$ cat config.mk
export PLATFORM = sky130hd
export DESIGN_NAME = seg_byte_hist
export DESIGN_NICKNAME = d
export VERILOG_FILES = /design/src/rtl/shb_pkg.sv /design/src/rtl/shb_zero_mask.sv /design/src/rtl/shb_byte_counter.sv /design/src/rtl/shb_segment.sv /design/src/rtl/seg_byte_hist.sv
export SDC_FILE = /design/constraint.sdc
export NUM_CORES = 2
export LEC_CHECK = 0
export ABC_CLOCK_PERIOD_IN_PS = 7200
export BUFFER_PORTS_ARGS = -buffer_cell sky130_fd_sc_hd__buf_2
export CAP_MARGIN = 20
export CORE_ASPECT_RATIO = 0.8
export CORE_MARGIN = 3
export CORE_UTILIZATION = 30
export CTS_CLUSTER_SIZE = 28
export DETAILED_ROUTE_END_ITERATION = 8
export MAX_ROUTING_LAYER = met4
export PLACE_DENSITY = 0.52
export SLEW_MARGIN = 20
export SYNTH_ARGS = -nofsm -noshare
export SYNTH_HDL_FRONTEND = slang
export SYNTH_SLANG_ARGS = --single-unit
export TNS_END_PERCENT = 50
$ cat constraint.sdc
create_clock -name clk -period 7.2 [get_ports clk]
set_clock_uncertainty 0.05 [all_clocks]
set_input_delay 0 -clock clk [delete_from_list [all_inputs] [get_ports clk]]
set_output_delay 0 -clock clk [all_outputs]
set_load 0.01 [all_outputs]
$ cat src/rtl/shb_pkg.sv
package shb_pkg;
   localparam int SEG_BITS  = 128;
   localparam int SEG_BYTES = SEG_BITS / 8;
   localparam int HALF_BITS = SEG_BITS / 2;
   localparam int CNT_W     = $clog2(SEG_BYTES) + 1;

   typedef enum logic [1:0] {
      ESZ_BYTE = 2'b00,
      ESZ_HALF = 2'b01,
      ESZ_WORD = 2'b10,
      ESZ_DBL  = 2'b11
   } esz_e;

   function automatic logic [6:0] popcnt64(input logic [63:0] v);
      logic [6:0] acc;
      acc = '0;
      for (int i = 0; i < 64; i++) acc = acc + 7'(v[i]);
      return acc;
   endfunction
endpackage

$ cat src/rtl/shb_zero_mask.sv
module shb_zero_mask #(
   parameter int W = 64
) (
   input  logic [7:0]   key,
   input  logic [W-1:0] word,
   output logic [W-1:0] zmask
);
   localparam int NB = W / 8;
   localparam logic [W-1:0] LOW7 = {NB{8'h7F}};

   if (W % 8 != 0) begin : g_bad_w
      $error("shb_zero_mask: W must be a multiple of 8");
   end

   logic [W-1:0] diff;
   logic [W-1:0] nz_sum;

   always_comb begin
      diff   = {NB{key}} ^ word;
      nz_sum = (diff & LOW7) + LOW7;
      zmask  = ~(nz_sum | diff | LOW7);
   end
endmodule

$ cat src/rtl/shb_byte_counter.sv
module shb_byte_counter
   import shb_pkg::*;
(
   input  logic [7:0]          key,
   input  logic [SEG_BITS-1:0] seg_m,
   output logic [CNT_W-1:0]    count
);
   logic [HALF_BITS-1:0] mask_lo;
   logic [HALF_BITS-1:0] mask_hi;
   logic [HALF_BITS-1:0] merged;
   logic [6:0]           total;

   shb_zero_mask #(.W(HALF_BITS)) u_lo (
      .key(key), .word(seg_m[HALF_BITS-1:0]), .zmask(mask_lo));
   shb_zero_mask #(.W(HALF_BITS)) u_hi (
      .key(key), .word(seg_m[SEG_BITS-1:HALF_BITS]), .zmask(mask_hi));

   always_comb begin
      merged = mask_lo | (mask_hi >> 1);
      total  = popcnt64(merged);
      count  = total[CNT_W-1:0];
   end

   // merged marks from both halves never exceed the segment size
   always_comb begin
      assert_count_range_R4: assert (total <= 7'(SEG_BYTES));
   end
endmodule

$ cat src/rtl/shb_segment.sv
module shb_segment
   import shb_pkg::*;
(
   input  logic [SEG_BITS-1:0] seg_n,
   input  logic [SEG_BITS-1:0] seg_m,
   output logic [SEG_BITS-1:0] seg_res
);
   for (genvar k = 0; k < SEG_BYTES; k++) begin : g_lane
      logic [CNT_W-1:0] cnt;
      shb_byte_counter u_cnt (
         .key  (seg_n[k*8 +: 8]),
         .seg_m(seg_m),
         .count(cnt));
      assign seg_res[k*8 +: 8] = {{(8-CNT_W){1'b0}}, cnt};
   end
endmodule

$ cat src/rtl/seg_byte_hist.sv
module seg_byte_hist
   import shb_pkg::*;
#(
   parameter int VEC_BITS = 256,
   parameter int PARALLEL = 0
) (
   input  logic                clk,
   input  logic                rst_n,
   input  logic                start,
   input  logic [1:0]          elem_size,
   input  logic [VEC_BITS-1:0] vec_n,
   input  logic [VEC_BITS-1:0] vec_m,
   output logic                busy,
   output logic                done,
   output logic                size_err,
   output logic [VEC_BITS-1:0] result
);
   localparam int NSEG  = VEC_BITS / SEG_BITS;
   localparam int NBYTE = VEC_BITS / 8;
   localparam int IDX_W = (NSEG > 1) ? $clog2(NSEG) : 1;

   if (VEC_BITS % SEG_BITS != 0 || VEC_BITS < SEG_BITS) begin : g_bad_len
      $error("seg_byte_hist: VEC_BITS must be a positive multiple of 128");
   end
   if (PARALLEL != 0 && PARALLEL != 1) begin : g_bad_mode
      $error("seg_byte_hist: PARALLEL must be 0 or 1");
   end

   logic accept;
   logic legal;
   assign accept = start && !busy && !done;
   assign legal  = (esz_e'(elem_size) == ESZ_BYTE);

   if (PARALLEL == 1) begin : g_par
      logic [VEC_BITS-1:0] all_res;
      for (genvar s = 0; s < NSEG; s++) begin : g_seg
         shb_segment u_seg (
            .seg_n  (vec_n[s*SEG_BITS +: SEG_BITS]),
            .seg_m  (vec_m[s*SEG_BITS +: SEG_BITS]),
            .seg_res(all_res[s*SEG_BITS +: SEG_BITS]));
      end

      assign busy = 1'b0;

      always_ff @(posedge clk) begin
         if (!rst_n) begin
            done     <= 1'b0;
            size_err <= 1'b0;
            result   <= '0;
         end else begin
            done     <= 1'b0;
            size_err <= 1'b0;
            if (accept) begin
               done     <= 1'b1;
               size_err <= !legal;
               result   <= legal ? all_res : '0;
            end
         end
      end
   end else begin : g_ser
      logic [VEC_BITS-1:0] n_q;
      logic [VEC_BITS-1:0] m_q;
      logic [IDX_W-1:0]    idx;
      logic                busy_q;
      logic [SEG_BITS-1:0] cur_n;
      logic [SEG_BITS-1:0] cur_m;
      logic [SEG_BITS-1:0] cur_res;

      assign cur_n = n_q[idx*SEG_BITS +: SEG_BITS];
      assign cur_m = m_q[idx*SEG_BITS +: SEG_BITS];
      assign busy  = busy_q;

      shb_segment u_seg (
         .seg_n  (cur_n),
         .seg_m  (cur_m),
         .seg_res(cur_res));

      always_ff @(posedge clk) begin
         if (!rst_n) begin
            n_q      <= '0;
            m_q      <= '0;
            idx      <= '0;
            busy_q   <= 1'b0;
            done     <= 1'b0;
            size_err <= 1'b0;
            result   <= '0;
         end else begin
            done     <= 1'b0;
            size_err <= 1'b0;
            if (accept) begin
               if (legal) begin
                  n_q    <= vec_n;
                  m_q    <= vec_m;
                  idx    <= '0;
                  busy_q <= 1'b1;
               end else begin
                  done     <= 1'b1;
                  size_err <= 1'b1;
                  result   <= '0;
               end
            end else if (busy_q) begin
               result[idx*SEG_BITS +: SEG_BITS] <= cur_res;
               if (idx == IDX_W'(NSEG - 1)) begin
                  busy_q <= 1'b0;
                  done   <= 1'b1;
               end else begin
                  idx <= idx + 1'b1;
               end
            end
         end
      end
   end

   // completion is a pulse, exclusive with busy, error only with done
   assert_done_pulse_R7: assert property (@(posedge clk) disable iff (!rst_n)
      done |=> !done);
   assert_busy_done_excl_R7: assert property (@(posedge clk) disable iff (!rst_n)
      !(busy && done));
   assert_err_with_done_R7: assert property (@(posedge clk) disable iff (!rst_n)
      size_err |-> done);
   // idle with no request keeps the result
   assert_result_hold_R8: assert property (@(posedge clk) disable iff (!rst_n)
      (!busy && !start) |=> $stable(result));
   // illegal size returns a cleared result
   assert_err_clear_R1: assert property (@(posedge clk) disable iff (!rst_n)
      size_err |-> (result == '0));

   // upper three bits of every count byte are zero at completion
   for (genvar b = 0; b < NBYTE; b++) begin : g_chk
      assert_upper_zero_R4: assert property (@(posedge clk) disable iff (!rst_n)
         done |-> (result[b*8+5 +: 3] == 3'b000));
   end
endmodule

# ---- Word-level counts from Yosys, hierarchy flattened
# Index checks and enable logic that the tools add are counted.
dict set report word_totals {
  reg_bits 772
  in_bits 517
  elab_cells 1193
}
dict set report classes {
  n_bitwise 112
  muxes 16
  n_shift 4
  eq_ne 2
  reduce_logical 10
  n_addsub 1042
}
# op count
set op_table {}
lappend op_table {{$add A5 B1 Y5} 944}
lappend op_table {{$add A63 B63 Y64 const B} 32}
lappend op_table {{$not A64 Y64} 32}
lappend op_table {{$or A64 B64 Y64} 32}
lappend op_table {{$xor A64 B64 Y64} 32}
lappend op_table {{$or A64 B63 Y64} 16}
lappend op_table {{$mux W256} 3}
lappend op_table {{$shiftx A256 B9 Y128} 2}
lappend op_table {{$bwmux W256} 1}
lappend op_table {{$shift A128 B34 Y256 const A} 1}
lappend op_table {{$shiftx A128 B34 Y256} 1}
lappend op_table {{$add A4 B1 Y5} 16}
lappend op_table {{$add A3 B1 Y4} 16}
lappend op_table {{$add A2 B1 Y3} 16}
lappend op_table {{$neg A8 Y34} 1}
lappend op_table {{$add A1 B1 Y2} 16}
lappend op_table {{$mux W1} 12}
lappend op_table {{$reduce_and A2 Y1} 4}
lappend op_table {{$logic_and A1 B1 Y1} 2}
lappend op_table {{$logic_not A1 Y1} 2}
lappend op_table {{$logic_not A2 Y1} 1}
lappend op_table {{$ne A2 B1 Y1 const B} 1}
lappend op_table {{$ne A2 B2 Y1 const B} 1}
lappend op_table {{$reduce_bool A2 Y1} 1}
lappend op_table {{$add A1 B1 Y1 const B} 1}

# ---- Longest topological paths before layout
dict set report depth {
  depth_word 73
  ltp_mapped 23
  mapped_depth_nobuf 17
}

# ---- By module
# Synthesis repeated with hierarchy kept, for this count alone.
dict set report unflattened {
  cells_unflattened 11466
  area_unflattened_um2 100279.9
}
# module cells_each area_each_um2 instances
set modules_own_cells {}
lappend modules_own_cells {shb_zero_mask 153 1204.9 32}
lappend modules_own_cells {seg_byte_hist 3545 32471.1 1}
lappend modules_own_cells {shb_byte_counter 186 1805.5 16}
lappend modules_own_cells {shb_segment 49 364.1 1}

# ---- Worst setup path before layout
# No wires, ideal clock.
dict set report synth_path {
  path_type {flip-flop to flip-flop}
  from {register g_ser.idx}
  to {register result[84]}
  synth_period_minus_slack_ns 5.278
  arrival_ns 5.110
  path_stages_with_launch 21
  setup_ns 0.118
  required_time_ns 7.032
  slack_ns 1.922
  cell_sequence {dfxtp_1 -> buf_6 -> buf_6 -> mux2i_2 -> buf_2 -> xor2_1 -> nor4_1 -> nand4_1 -> fa_1 -> inv_1 -> fa_1 -> inv_1 -> fa_1 -> fa_1 -> inv_1 -> ha_1 -> fa_1 -> a21oi_1 -> nor2b_1 -> a22oi_1 -> nor2b_1}
}
dict set report synth_between {
  elab_chain_len 68
  elab_cells_between_ends 1080
  cone_classes {add/sub (961); shift (4); mux (3); bitwise (112)}
}
# element line_no
set synth_rtl {}
lappend synth_rtl {{start, declared} seg_byte_hist.sv:63} ;# logic [IDX_W-1:0] idx;
lappend synth_rtl {{start signal, assigned} seg_byte_hist.sv:107} ;# idx <= idx + 1'b1;
lappend synth_rtl {{$shiftx A256 B9 Y128 (on tied branches)} {seg_byte_hist.sv:69, seg_byte_hist.sv:70}}
lappend synth_rtl {{$xor A64 B64 Y64} shb_zero_mask.sv:19} ;# diff = {NB{key}} ^ word;
lappend synth_rtl {{$add A63 B63 Y64} shb_zero_mask.sv:20} ;# nz_sum = (diff & LOW7) + LOW7;
lappend synth_rtl {{$or A64 B64 Y64} shb_zero_mask.sv:21} ;# zmask = ~(nz_sum | diff | LOW7);
lappend synth_rtl {{$not A64 Y64} shb_zero_mask.sv:21}
lappend synth_rtl {{$or A64 B63 Y64} shb_byte_counter.sv:19} ;# merged = mask_lo | (mask_hi >> 1);
lappend synth_rtl {{$add A5 B1 Y5 (58 in series)} shb_pkg.sv:17} ;# for (int i = 0; i < 64; i++) acc = acc + 7'(v[i]);
lappend synth_rtl {{$shiftx A128 B34 Y256} seg_byte_hist.sv:102} ;# result[idx*SEG_BITS +: SEG_BITS] <= cur_res;
lappend synth_rtl {{$bwmux W256 *} seg_byte_hist.sv:102}
lappend synth_rtl {{$mux W256 *} seg_byte_hist.sv:101} ;# end else if (busy_q) begin
lappend synth_rtl {{$mux W256 *} seg_byte_hist.sv:90} ;# if (accept) begin
lappend synth_rtl {{end signal, assigned by index} seg_byte_hist.sv:102}
lappend synth_rtl {{end, declared} seg_byte_hist.sv:16} ;# output logic [VEC_BITS-1:0] result
# Mark *: on every way between the ends. The rest lies on a longest branch, timed or not. The select of a mux whose other input is x is not followed.
# A chain may end at the register's enable or synchronous reset.

# ---- Worst setup path in the final report
dict set report layout_path {
  from {register g_ser.idx}
  to {register result[34]}
}
# The elaborated chain is that of the path after synthesis.

==> metrics.md <==
| Metric | Value |
|---|---|
| Initial Util | `0.302` |
| Worst Tran Pin Value | `1.23 ns` |
| Crit-path max cell delay | `1.16 ns` |
| Ys flop type | `dfxtp_1` |
| Final Max Slew Viols | `0` |
| DR vias/cell | `5.45` |
| Crit path kind | `reg2reg` |
| Die W | `550 um` |
| Element type at the critical path end | `flip-flop` |
| Final Hold Vio Count | `0` |
| EDFF count, synth | `0` |
| Crit path max-delay family | `adder cells` |
| Synthesized area | `71100 um^2` |
| DRT iter0 DRCs | `around 8.4k` |
| RSZ-0062 raised after global routing | `false` |
| Hold Crit Class | `in2reg` |
| CTS max path bufs | `3` |
| Setup violations, final | `0` |
| Max-cap violations | `0` |
| Gate Count Post-Synth | `8551` |
| Number of port buffers | `approximately 680` |
| Yosys warning count | `0` |
| Setup TNS | `0 ns` |
| Post-Route WL | `431 mm` |
| TritonCTS buffer count | `79` |
| Syn-to-layout area delta | `24.7%` |
| Cell variety after synth | `46` |
| GP Congestion | `1.02` |
| Crit start category | `flip-flop` |
| Clock period minus worst slack | `7.06 ns` |
| Vias | `70.1k` |
| Post-route ant nets | `0` |
| P_leak | `34.7 nW` |
| H-tree Lvls | `3` |
| Nets@finish | `10.4k` |
| Crit-path max FO | `30` |
| Core area | `235000 um^2` |
| Fin crit share | `0.981` |
| Clock sink total | `676` |
| DR DRC count | `0` |
| Most frequent cells in the layout | `1602 x xnor2_1, 1349 x xor2_1, 1130 x nand2_1` |
| Seq/Total Area, Yosys | `0.190` |
| Relative slew slack | `0.177` |
| Largest net degree at the start of global routing | `175` |
| Die area | `243000 um^2` |
| Root Buffer Master | `clkbuf_16` |
| Yosys reg bits | `a little under 700` |
| # fillers | `24.0k` |
| VDD IR max | `0.490 mV` |
| Syn Area/Cell | `8.32 um^2` |
| Post-CTS Setup Inserts | `0` |
| Crit path cell chain | `buf_12 > buf_4 > mux2i_1 > buf_4 > xor2_1 > nor4_1 > o21ai_1 > fa_1 > fa_1 > fa_1 > fa_1 > inv_1 > ha_1 > fa_1 > xor2_1 > a22oi_1 > nor2b_1` |
| Clock transition at the registers of the reported paths | `0.07 ns` |
| GRT Overall Usage | `0.353` |
| Pwr Total | `0.0270 W` |
| Share of synthesized registers carrying an async set or reset | `0` |
| Vias in the first global route | `between 60k and 70k` |
| Layout cells sized above 1 | `0.171` |
| Most common cell on crit path | `fa_1` |
| Max Clk Rate | `roughly 140 MHz` |
| Global-route wire length before repair | `582 mm` |
| CP arrival | `7.65 ns` |
| Die H | `441 um` |
| Top Ports | `776` |
| Initial antenna violation count | `11` |
| CP required | `7.78 ns` |
| CTS tree | `built` |
| DRT Pass-1 Iters | `8` |
| Critical path buffers and inverters | `4` |
| Most common cell after layout, fill and taps aside | `xnor2_1` |
| Row count | `159` |
| Skew-Pair Late Insertion Delay | `0.73 ns` |
| Critical path's slowest cell | `dfxtp_4` |
| WL/cell | `33.5 um` |
| HPWL after DPL | `roughly 330 mm` |
| Gr ovfl total | `0` |
| Status | `complete, no violations` |
| Power Dens Cells | `304 nW/um^2` |
==> worst min-delay path, stage by stage <==
cell,delay (ns)
dlygate4sd3_1,0.55
buf_2,0.12
nand2_1,0.04
a21boi_0,0.06
==> cell families (layout without fill, tap and decap cells) <==
family          Yosys count  in the layout  synth area share
xor+xnor               2951           2951             0.363
fa+ha+maj               240            240            0.0591
compound gates          998            998             0.103
other cells               1            100         0.0000527
simple gates           2115           2115             0.142
mux                     350            350            0.0569
flops                   676            676             0.190
buf+inv                1220           2285            0.0857
==> cells in the mapped netlist, types with 6 or more instances <==
cell       instances  area [um^2]
a2111oi_2         11          165
mux2i_2           94         1290
nor2b_1          146          913
mux2i_4           15          338
dfxtp_1          676        13500
xor2_1          1349        11800
a21oi_1           88          440
a31oi_1           24          150
nand4_1          300         1880
and4_1            33          289
o41ai_1            6         52.6
a21o_1            16          120
buf_2            250         1250
or4_1             28          210
buf_4            203         1520
buf_6             41          462
nor3_1            25          125
nand3_1          111          556
a22o_1            32          280
a21boi_0         512         3840
clkbuf_1         412         1550
nor4_1           229         1430
o21ai_0           28          140
buf_1            113          424
ha_1              80         1000
xnor2_1         1602        14000
a2111oi_0         12          105
mux2i_1          241         2410
o31ai_1          111          833
inv_1            192          721
buf_12             6          120
nor2_1           103          387
fa_1             160         3200
a211oi_1          20          150
a22oi_1          128          961
nand2_1         1131         4250
o21ai_1            7         35.0
==> per-layer routing <==
metal / global-route usage / wire length [um] / vias to the layer above
li1: - / - / 29900
met1: 0.450 / 179000 / 35200
met2: 0.529 / 186000 / 3933
met3: 0.0695 / 38800 / 1045
met4: 0.181 / 26500 / 0
met5: - / 0 / -
==> cell type report <==
cell class                      instances  area [um^2]  share of cell area
Multi-Input combinational cell       6750        52200               0.589
Timing Repair Buffer                 1953        15500               0.174
Sequential cell                       676        13600               0.154
Tap cell                             3139         3930              0.0443
Clock buffer                          100         2160              0.0243
Inverter                              192          721             0.00813
Clock inverter                         40          512             0.00577
Antenna cell                            4         10.0            0.000113
==> metrics by stage <==
step	setup WS (ns)	hold slack (ns)	utilization	cell area [um^2]	instances
floorplan	1.92	0.0949	-	71500	8646
global placement	0.263	0.201	0.338	79400	12100
detailed placement	0.267	0.205	0.338	79400	12100
CTS	0.212	0.0000963	0.377	88600	12800
global route	0.0816	0.0345	0.377	88700	12900
finish	0.137	0.0379	0.377	88700	12900
==> flip-flops by register name (all words and copies together) (netlist names) <==
name	cells
size_err	1
result	160
g_ser.idx	1
g_ser.n_q	256
done	1
g_ser.m_q	256
busy	1
==> power by group <==
part | leakage (nW) | switching [W] | internal, W
sequential | 5.51 | 0.000458 | 0.00400
clock | 1.31 | 0.00183 | 0.00243
combinational | 27.9 | 0.0111 | 0.00722
==> worst paths after layout <==
check	endpoint	depth (start not counted)	from	slack, ns
max reg2reg	result[34]	17	g_ser.idx	0.14
max	result[34]	17	g_ser.idx	0.14
min	g_ser.m_q[115]	4	vec_m[115]	0.04
min reg2reg	g_ser.n_q[163]	2	g_ser.n_q[163]	0.42
==> repair_timing <==
item                                   CTS  global route
hold buffers                           651             0
endpoints found under the hold margin  571             0
resized for setup                        0             0
(Power assumes the default switching activity.)
